--- src/rtl/intc2.sv ---
module intc2 #(
  parameter int NSRC     = 5,
  parameter int VEC_W    = 16,
  parameter int VEC_BASE = 3,
  parameter int VEC_STEP = 8
) (
  input  logic             clk,
  input  logic             rst_n,
  input  logic [NSRC-1:0]  req_i,
  input  logic             cfg_we,
  input  logic             cfg_sel,
  input  logic [7:0]       cfg_wdata,
  output logic [7:0]       cfg_rdata,
  input  logic             ack_i,
  input  logic             reti_i,
  output logic             irq_o,
  output logic [VEC_W-1:0] vec_o
);
  localparam int IDX_W = $clog2(NSRC);

  logic            gie, is_lo, is_hi, is_lo_n, is_hi_n;
  logic [NSRC-1:0] ien, ipri;
  logic [IDX_W-1:0] idx;

  wire [NSRC-1:0] live   = req_i & ien & {NSRC{gie}};
  wire [NSRC-1:0] hi_c   = live & ipri & {NSRC{~is_hi}};
  wire [NSRC-1:0] lo_c   = live & ~ipri & {NSRC{~(is_hi | is_lo)}};
  wire            use_hi = |hi_c;
  wire [NSRC-1:0] pick   = use_hi ? hi_c : lo_c;
  wire            grant  = ack_i & irq_o;

  always_comb begin
    idx = '0;
    for (int i = NSRC - 1; i >= 0; i--)
      if (pick[i]) idx = IDX_W'(i);
  end

  assign irq_o     = |pick;
  assign vec_o     = VEC_W'(VEC_BASE) + VEC_W'(VEC_STEP) * VEC_W'(idx);
  assign cfg_rdata = cfg_sel ? {{(8-NSRC){1'b0}}, ipri}
                             : {gie, {(7-NSRC){1'b0}}, ien};

  always_comb begin
    is_hi_n = is_hi;
    is_lo_n = is_lo;
    if (reti_i) begin
      if (is_hi) is_hi_n = 1'b0;
      else       is_lo_n = 1'b0;
    end
    if (grant) begin
      if (use_hi) is_hi_n = 1'b1;
      else        is_lo_n = 1'b1;
    end
  end

  always_ff @(posedge clk) begin
    if (!rst_n) begin
      gie   <= 1'b0;
      ien   <= '0;
      ipri  <= '0;
      is_lo <= 1'b0;
      is_hi <= 1'b0;
    end else begin
      is_lo <= is_lo_n;
      is_hi <= is_hi_n;
      if (cfg_we && !cfg_sel) begin
        gie <= cfg_wdata[7];
        ien <= cfg_wdata[NSRC-1:0];
      end
      if (cfg_we && cfg_sel) ipri <= cfg_wdata[NSRC-1:0];
    end
  end

  assert_gie_off_R3: assert property (@(posedge clk) disable iff (!rst_n)
    !gie |-> !irq_o);
  assert_hi_blocks_R8: assert property (@(posedge clk) disable iff (!rst_n)
    is_hi |-> !irq_o);
  assert_lo_preempt_R7: assert property (@(posedge clk) disable iff (!rst_n)
    (is_lo && irq_o) |-> (|(req_i & ien & ipri)));
  assert_enabled_winner_R4: assert property (@(posedge clk) disable iff (!rst_n)
    irq_o |-> (req_i[idx] && ien[idx]));
  assert_ack_marks_R9: assert property (@(posedge clk) disable iff (!rst_n)
    (ack_i && irq_o && !reti_i) |=> (is_hi || is_lo));
  assert_reti_top_R10: assert property (@(posedge clk) disable iff (!rst_n)
    (reti_i && is_hi && !ack_i) |=> (!is_hi && is_lo == $past(is_lo)));
  assert_reset_clear_R1: assert property (@(posedge clk)
    !rst_n |=> (!is_hi && !is_lo && !gie && ien == '0 && ipri == '0));
endmodule

--- config.mk ---
export PLATFORM = sky130hd
export DESIGN_NAME = intc2
export DESIGN_NICKNAME = d
export VERILOG_FILES = /design/src/rtl/intc2.sv
export SDC_FILE = /design/constraint.sdc
export NUM_CORES = 1
export LEC_CHECK = 0
export BUFFER_PORTS_ARGS = -buffer_cell sky130_fd_sc_hd__buf_2
export CAP_MARGIN = 20
export CORE_MARGIN = 2
export CORE_UTILIZATION = 47
export DETAILED_ROUTE_END_ITERATION = 8
export PLACE_DENSITY = 0.79
export SYNTH_ARGS = -nofsm -noshare
export SYNTH_HDL_FRONTEND = slang
export SYNTH_SLANG_ARGS = --single-unit
--- constraint.sdc ---
create_clock -name clk -period 1.7 [get_ports clk]
set_input_delay 0.17 -clock clk [delete_from_list [all_inputs] [get_ports clk]]
set_output_delay 0.17 -clock clk [all_outputs]
set_load 0.005 [all_outputs]
After elaboration in Yosys (flattened, before gate mapping):

Cells that the tools add are included.

* $add $sub $neg: 1
* reductions and logical operators: 5
* multiplexer cells: 14
* bitwise gates (word level): 11

Operator list (count)
* 5-bit AND: 6
* 3-bit 2-to-1 mux: 5
* 5-bit OR reduction: 2
* 8-bit 2-to-1 mux: 1
* 2-bit by 6-bit adder with 7-bit output (first input constant): 1
* 1-bit 2-to-1 mux: 7
* 5-bit 2-to-1 mux: 1
* 5-bit inverter: 1
* 1-bit logical AND: 2
* 1-bit inverter: 2
* 1-bit AND: 1
* 1-bit zero test: 1
* 1-bit bitwise OR: 1

* register bits after elaboration: 13
* output and inout port bits: 25
* input port bits: 19

Depth between registers and ports, before layout:

Gate-level depths: netlist (run 1).

* depth after elaboration: 12
* depth in mapped cells: 5

Worst setup path before layout (run 1):

No wires, ideal clock.

* path kind: reg-to-output
* from: reg ipri[3]
* to: out vec_o[5]
* stages on the path, launching flop included: 5
* setup slack: 349 ps
* data required time: 1530 ps
* data arrival time: 1181 ps
* cells stage by stage: dfxtp_1 nand3_1 nand4_4 o21a_1 o311a_1

* longest elaborated chain between the ends: 10
* elaborated cells on any way between the ends: 13
* classes of those cells: add/sub (1); mux (6); bitwise (5); reduce/logical (1)

Ends and longest elaborated chain
* from (decl): line 22 `logic [NSRC-1:0] ien, ipri;`
* from (signal assigned): line 70 `if (cfg_we && cfg_sel) ipri <= cfg_wdata[NSRC-1:0];`
* 5-bit AND (2 in a row): line 26 `wire [NSRC-1:0] hi_c = live & ipri & {NSRC{~is_hi}};`
* 5-bit OR reduction: line 28 `wire use_hi = |hi_c;`
* 5-bit 2-to-1 mux (*): line 29 `wire [NSRC-1:0] pick = use_hi ? hi_c : lo_c;`
* 3-bit 2-to-1 mux (4 in a row): line 35 `if (pick[i]) idx = IDX_W'(i);`
* 3-bit 2-to-1 mux (*): line 35
* 2-bit by 6-bit adder with 7-bit output (*): line 39 `assign vec_o = VEC_W'(VEC_BASE) + VEC_W'(VEC_STEP) * VEC_W'(idx);`
* to (decl): line 17 `output logic [VEC_W-1:0] vec_o`

Mark *: on every way between the ends. The rest lies on a longest branch, timed or not.

Worst setup path in the final report (run 1):

* from: reg gie
* to: out vec_o[5]

* longest elaborated chain between the ends: 11
* elaborated cells on any way between the ends: 13
* classes of those cells: add/sub (1); mux (6); bitwise (5); reduce/logical (1)

Ends and longest elaborated chain
* from (decl): line 21 `logic gie, is_lo, is_hi, is_lo_n, is_hi_n;`
* from (signal assigned): line 67 `gie <= cfg_wdata[7];`
* 5-bit AND (*): line 25 `wire [NSRC-1:0] live = req_i & ien & {NSRC{gie}};`
* 5-bit AND (2 in a row): line 26
* 5-bit OR reduction: line 28
* 5-bit 2-to-1 mux (*): line 29
* 3-bit 2-to-1 mux (4 in a row): line 35
* 3-bit 2-to-1 mux (*): line 35
* 2-bit by 6-bit adder with 7-bit output (*): line 39

Marks and branches as above.

==> results of run 1 <==
## synthesized netlist by cell type, drive strengths merged, types with 2 or more instances
cell | count | area share (%)
a21boi | 12 | 8.8
a21oi | 3 | 1.5
and3 | 2 | 1.7
buf | 17 | 12
clkbuf | 2 | 0.74
conb | 2 | 0.74
dfxtp | 13 | 25
inv | 5 | 1.8
mux2 | 5 | 5.5
nand2 | 25 | 9.2
nand3 | 13 | 7.8
nor2b | 2 | 1.2
o211ai | 2 | 1.5
o21bai | 2 | 1.5
o22ai | 3 | 1.8
o311a | 2 | 2.0
or2 | 3 | 2.1
## flip-flops by register name, indices dropped and copies added (netlist names)
name / count
ien: 5
ipri: 5
gie: 1
is_hi: 1
is_lo: 1
## logic make-up (layout without fill, tap and decap cells)
family | count (synthesis) | after routing | share of synthesized area, %
AO/OA/AOI/OAI | 32 | 32 | 24.1
multiplexers | 5 | 5 | 5.51
other | 2 | 15 | 0.736
AND/OR/NAND/NOR | 53 | 53 | 29.4
buffers and inverters | 24 | 49 | 14.7
flip-flops | 13 | 13 | 25.5
## per-layer routing
layer	track usage, %	share of wire [%]
met5	0	0
met4	9.01	1.5
met3	2.38	5.1
met2	34.9	50
met1	26.2	44
## worst max path at each step
stage	slack, ns	cells after the start	startpoint	to
CTS	-0.06	5	ien[2]	vec_o[4]
global route	-0.12	5	ipri[3]	vec_o[5]
global placement	0.16	5	gie	vec_o[5]
floorplan	0.35	4	ipri[3]	vec_o[5]
detailed placement	0.14	5	ipri[3]	vec_o[5]
finish	-0.06	5	gie	vec_o[5]
## where the power goes
part,internal (mW),switching [mW]
combinational,0.0589,0.0665
clock,0.0910,0.0957
sequential,0.312,0.0188
## cells in the final DEF, fill, tap and decap left out, types with 2 or more instances in the layout
| master | count |
|---|---|
| a21boi_0 | 12 |
| a21oi_1 | 3 |
| buf_2 | 26 |
| buf_4 | 11 |
| buf_6 | 3 |
| clkbuf_4 | 3 |
| conb_1 | 15 |
| dfxtp_1 | 2 |
| dfxtp_2 | 5 |
| dfxtp_4 | 6 |
| inv_1 | 5 |
| mux2_2 | 5 |
| nand2_1 | 25 |
| nand3_1 | 7 |
| nand3_2 | 4 |
| nand3_4 | 2 |
| nor2b_1 | 2 |
| o211ai_1 | 2 |
| o22ai_2 | 3 |
| o311a_1 | 2 |
| or2_4 | 2 |
## stage by stage
step	cell area, um^2	hold slack, ns
finish	1370	0.143
global route	1370	0.144
CTS	1290	0.135
detailed placement	1110	0.444
global placement	1110	0.432
floorplan	1070	0.315
## cell type report
cell class / instances / area (um^2)
tap: 27 / 33.8
sequential: 13 / 289
inverter: 5 / 18.8
fill: 171 / 637
multi-input combinational: 105 / 751
clock buffer: 4 / 26.3
timing repair buffer: 40 / 246
## repair_timing
item                       CTS  global route
setup endpoints to repair    4             4
setup buffers               11             2
gates resized for setup     25            11
pin swaps                    7             4
## worst max-delay path: stages, from the launching register on
cell,delay (ns)
dfxtp_4,0.37
buf_6,0.13
and2b_2,0.22
o21a_1,0.13
o311a_1,0.33
buf_2,0.13
==> flow_summary.ini, run 1 <==
[worst_hold_path]
hp-class = in2reg
worstHoldPathCells = 3
min_to = ien[2]
hp-start = cfg_wdata[2]

[logic_synthesis]
synth_edf_count = 0
ys_ff_latch = 13
synth-main-ff-cell = dfxtp_1
ys_types = 38
ys_seq_area_share_pct = 25.5
avgSynthCellArea_um2 = 7.91
synthesis.area_um2 = 1020
synthCells = 129
async_flop_share_pct = 0
ys_warn_count = 0

[grt]
grt_overflow = 0
grt_pass1_vias = 920
grtUsageTotal_pct = 20.6
grt_start_max_net_pins = 15
grt_pass1_wl_um = 4070
antenna_found_initial = 0

[floorplan]
die_w_um = 50.6
row_count = 16
die_h_um = 50.6
start_util_pct = 51.0
die-area_um2 = 2560
design.core.area_um2 = 2000
ios = 44

[worst_setup_path]
crit_arrival_ns = 1.59
startpoint_type = flip-flop
reg2reg_to = is_lo
critPathKind = reg2out
critical_path.max_fanout = 7
worstReg2RegStart = gie
critical_path_required_ns = 1.53
reg2reg_depth = 5
rrSetupSlack_ns = 0.24
endpoint_kind = output port

[pwr]
p_leak_nw = 0.589
peakVddDrop_mv = 0.421
total_power_mw = 0.642
power.density_nw_per_um2 = 471

[sta]
min_period_over_period_pct = 103
tns_ns = -0.118
setup_viol = 3
fin_skew_ns = 0.00206
post-route-min-period_ns = 1.76
worst_slack_ns = -0.0592
final_max_slew_viol_count = 0
fmax_mhz = 568
hold_viol = 0
grt_setup_unrepaired = true

[final_layout]
drive_gt1_share_pct = 49.1
area_growth_pct = 33.7
nets = 187
final_cells = 194
final_util_pct = 68.2
diodes = 0

[clocking]
cts_tree = yes
numCtsBuffers = 3
cts-root-buf = clkbuf_4
clk_path_buf_depth = 2
cts_hold_buf = 0
cts_sinks = 13
h-tree-depth = 1
clk_pin_slew_ns = 0.07
clock_latency_ns = 0.27

[routing]
wl_per_cell_um = 13.1
avgViaCountPerCell = 5.44
antenna_left = 0
wl_um = 2550
firstDrtPassIters = 4
drc = 0
first_iter_violations = 14
via_count = 1055

[status]
violations = negative setup slack
status = complete, but fails checks

[placement]
pre_cts_ws_ns = 0.141
gp_congestion = 0.955
io_buffers = 26
dp.cells = 177
dp_hpwl_um = 1710

[job]
cap_violations = 0
Note: power is estimated with default switching activity, not from simulation.
==> run 2: changes to the inputs <==
CAP_MARGIN = 10   (was 20)
CORE_ASPECT_RATIO = 0.6   (was not set)
SETUP_SLACK_MARGIN = 0.02   (was not set)
==> run 2 against run 1 <==
Net effect:
- clock skew rose by 0.0074 ns
- hold slack improved by 0.0011 ns
- global-route usage rose by 1.5 points
- critical path depth did not move
- count of clock-buffer cells in the layout did not move
- flip-flop and latch count did not move
- fmax fell by 1.8%
- largest power group unchanged
- critical path type unchanged
- cell count rose by 2.1%
- clock power rose by 5%
- the run still ends with negative setup slack left
==> flow_summary.ini, run 2 (synthesized netlist as in run 1, its figures left out) <==
[sta]
grt_setup_unrepaired = true
fin_skew_ns = 0.00947
hold_viol = 0
setup_viol = 3
final_max_slew_viol_count = 0
fin_hold_ws_ns = 0.144
worst_slack_ns = -0.0921
min_period_over_period_pct = 105
fmax_mhz = 558
post-route-min-period_ns = 1.79

[pwr]
power.density_nw_per_um2 = 481
p_int_mw = 0.459
seqPwrFrac_pct = 50.4
p_clk_share_pct = 30.0
p_leak_nw = 0.586
total_power_mw = 0.653
peakVddDrop_mv = 0.501
swShare_pct = 29.7
p_sw_mw = 0.194
power.share.combinational_pct = 19.5

[final_layout]
regArea_um2 = 293
nets = 188
area_growth_pct = 32.8
design_area_um2 = 1360
drive_gt1_share_pct = 47.6
diodes = 0
layout_common_cells = buf_2, nand2_1, conb_1
reg_top3 = ien: 5 flops, ipri: 5 flops
final_cells = 198
final_util_pct = 64.1
final_common_cell = buf_2
multi_input_area_um2 = 734
fill_cells = 179

[worst_setup_path]
critical_path_required_ns = 1.53
critPathMaxStageDelay_ns = 0.50
slowest_stage = or4b_4
worstPathCellList = nand3_4 > or4b_4 > o31ai_2 > o22a_1 > buf_2
critical_path.max_fanout = 4
critPathKind = reg2out
crit_arrival_ns = 1.62
endpoint_kind = output port
startpoint_type = flip-flop

[grt]
grt.met1_usage_pct = 26.9
grt.busiest_layer = met2
use_met3_pct = 6.18
grtUsageTotal_pct = 22.1
grt_pass1_vias = 925
grt_overflow = 0
grt_pass1_wl_um = 4200
grt_use_met2_pct = 39.8
antenna_found_initial = 0
grt_start_max_net_pins = 15

[routing]
avgViaCountPerCell = 5.22
drc = 0
antenna_left = 0
firstDrtPassIters = 4
wl_per_cell_um = 14.6
wl_um = 2880
first_iter_violations = 81
via_count = 1033

[clocking]
cts-root-buf = clkbuf_4
cts_tree = yes
h-tree-depth = 1
cts_hold_buf = 0
numCtsBuffers = 3
clock_latency_ns = 0.28
clk_path_buf_depth = 2
clk_pin_slew_ns = 0.09
cts_sinks = 13

[floorplan]
row_count = 13
die_w_um = 64.2
ios = 44
die_h_um = 40.1
design.core.area_um2 = 2110
die-area_um2 = 2570
start_util_pct = 48.3

[placement]
dp_hpwl_um = 1990
io_buffers = 26
place_area_um2 = 1140
gp_congestion = 0.890
dp.cells = 183

[worst_hold_path]
hp-class = in2reg

[job]
cap_violations = 0

[status]
violations = negative setup slack
status = complete, but fails checks
[run 2: layout make-up]
cell class | instances | share of cell area, %
clock buffer | 4 | 1.94
inverter | 5 | 1.38
multi-input combinational | 105 | 54.2
sequential | 13 | 21.6
tap | 30 | 2.77
timing repair buffer | 41 | 18.2
[run 2: timing repair]
item / CTS / global route
pin swaps: 3 / 2
setup buffers: 7 / 4
resized for setup: 15 / 18
endpoints found under the setup margin: 4 / 4
[run 2: path summary, 6_finish.rpt]
kind / end / cells after the start / from / slack (ns)
max: vec_o[3] / 5 / gie / -0.09
min: gie / 3 / cfg_wdata[7] / 0.14
min reg2reg: ien[0] / 2 / ien[0] / 0.52
max reg2reg: is_lo / 5 / gie / 0.27
[run 2: power groups by stage]
stage	Sequential [mW]	Clock, mW	Combinational (mW)
final	0.329	0.196	0.127
after global routing	0.331	0.216	0.140
after CTS	0.331	0.199	0.119
after detailed placement	0.339	0	0.110
after global placement	0.338	0	0.107
after floorplan	0.335	0	0.0878
[run 2: metrics by stage]
step	setup TNS (ns)	worst slack (ns)
floorplan	0	0.349
detailed placement	0	0.107
global route	-0.428	-0.160
CTS	-0.222	-0.0905
global placement	0	0.191
finish	-0.198	-0.0921
[run 2: worst max-delay path: cells and delay by family, from the launching register on]
family	cells	cell delay, ns
AND/OR/NAND/NOR	2	0.59
flip-flops	1	0.39
AO/OA/AOI/OAI	2	0.26
buffers and inverters	1	0.11
[run 2: routing by layer]
layer / wire length (um) / up-vias
met4: 22 / 0
met1: 1320 / 471
met5: 0 / -
met2: 1370 / 45
met3: 177 / 4
li1: - / 513
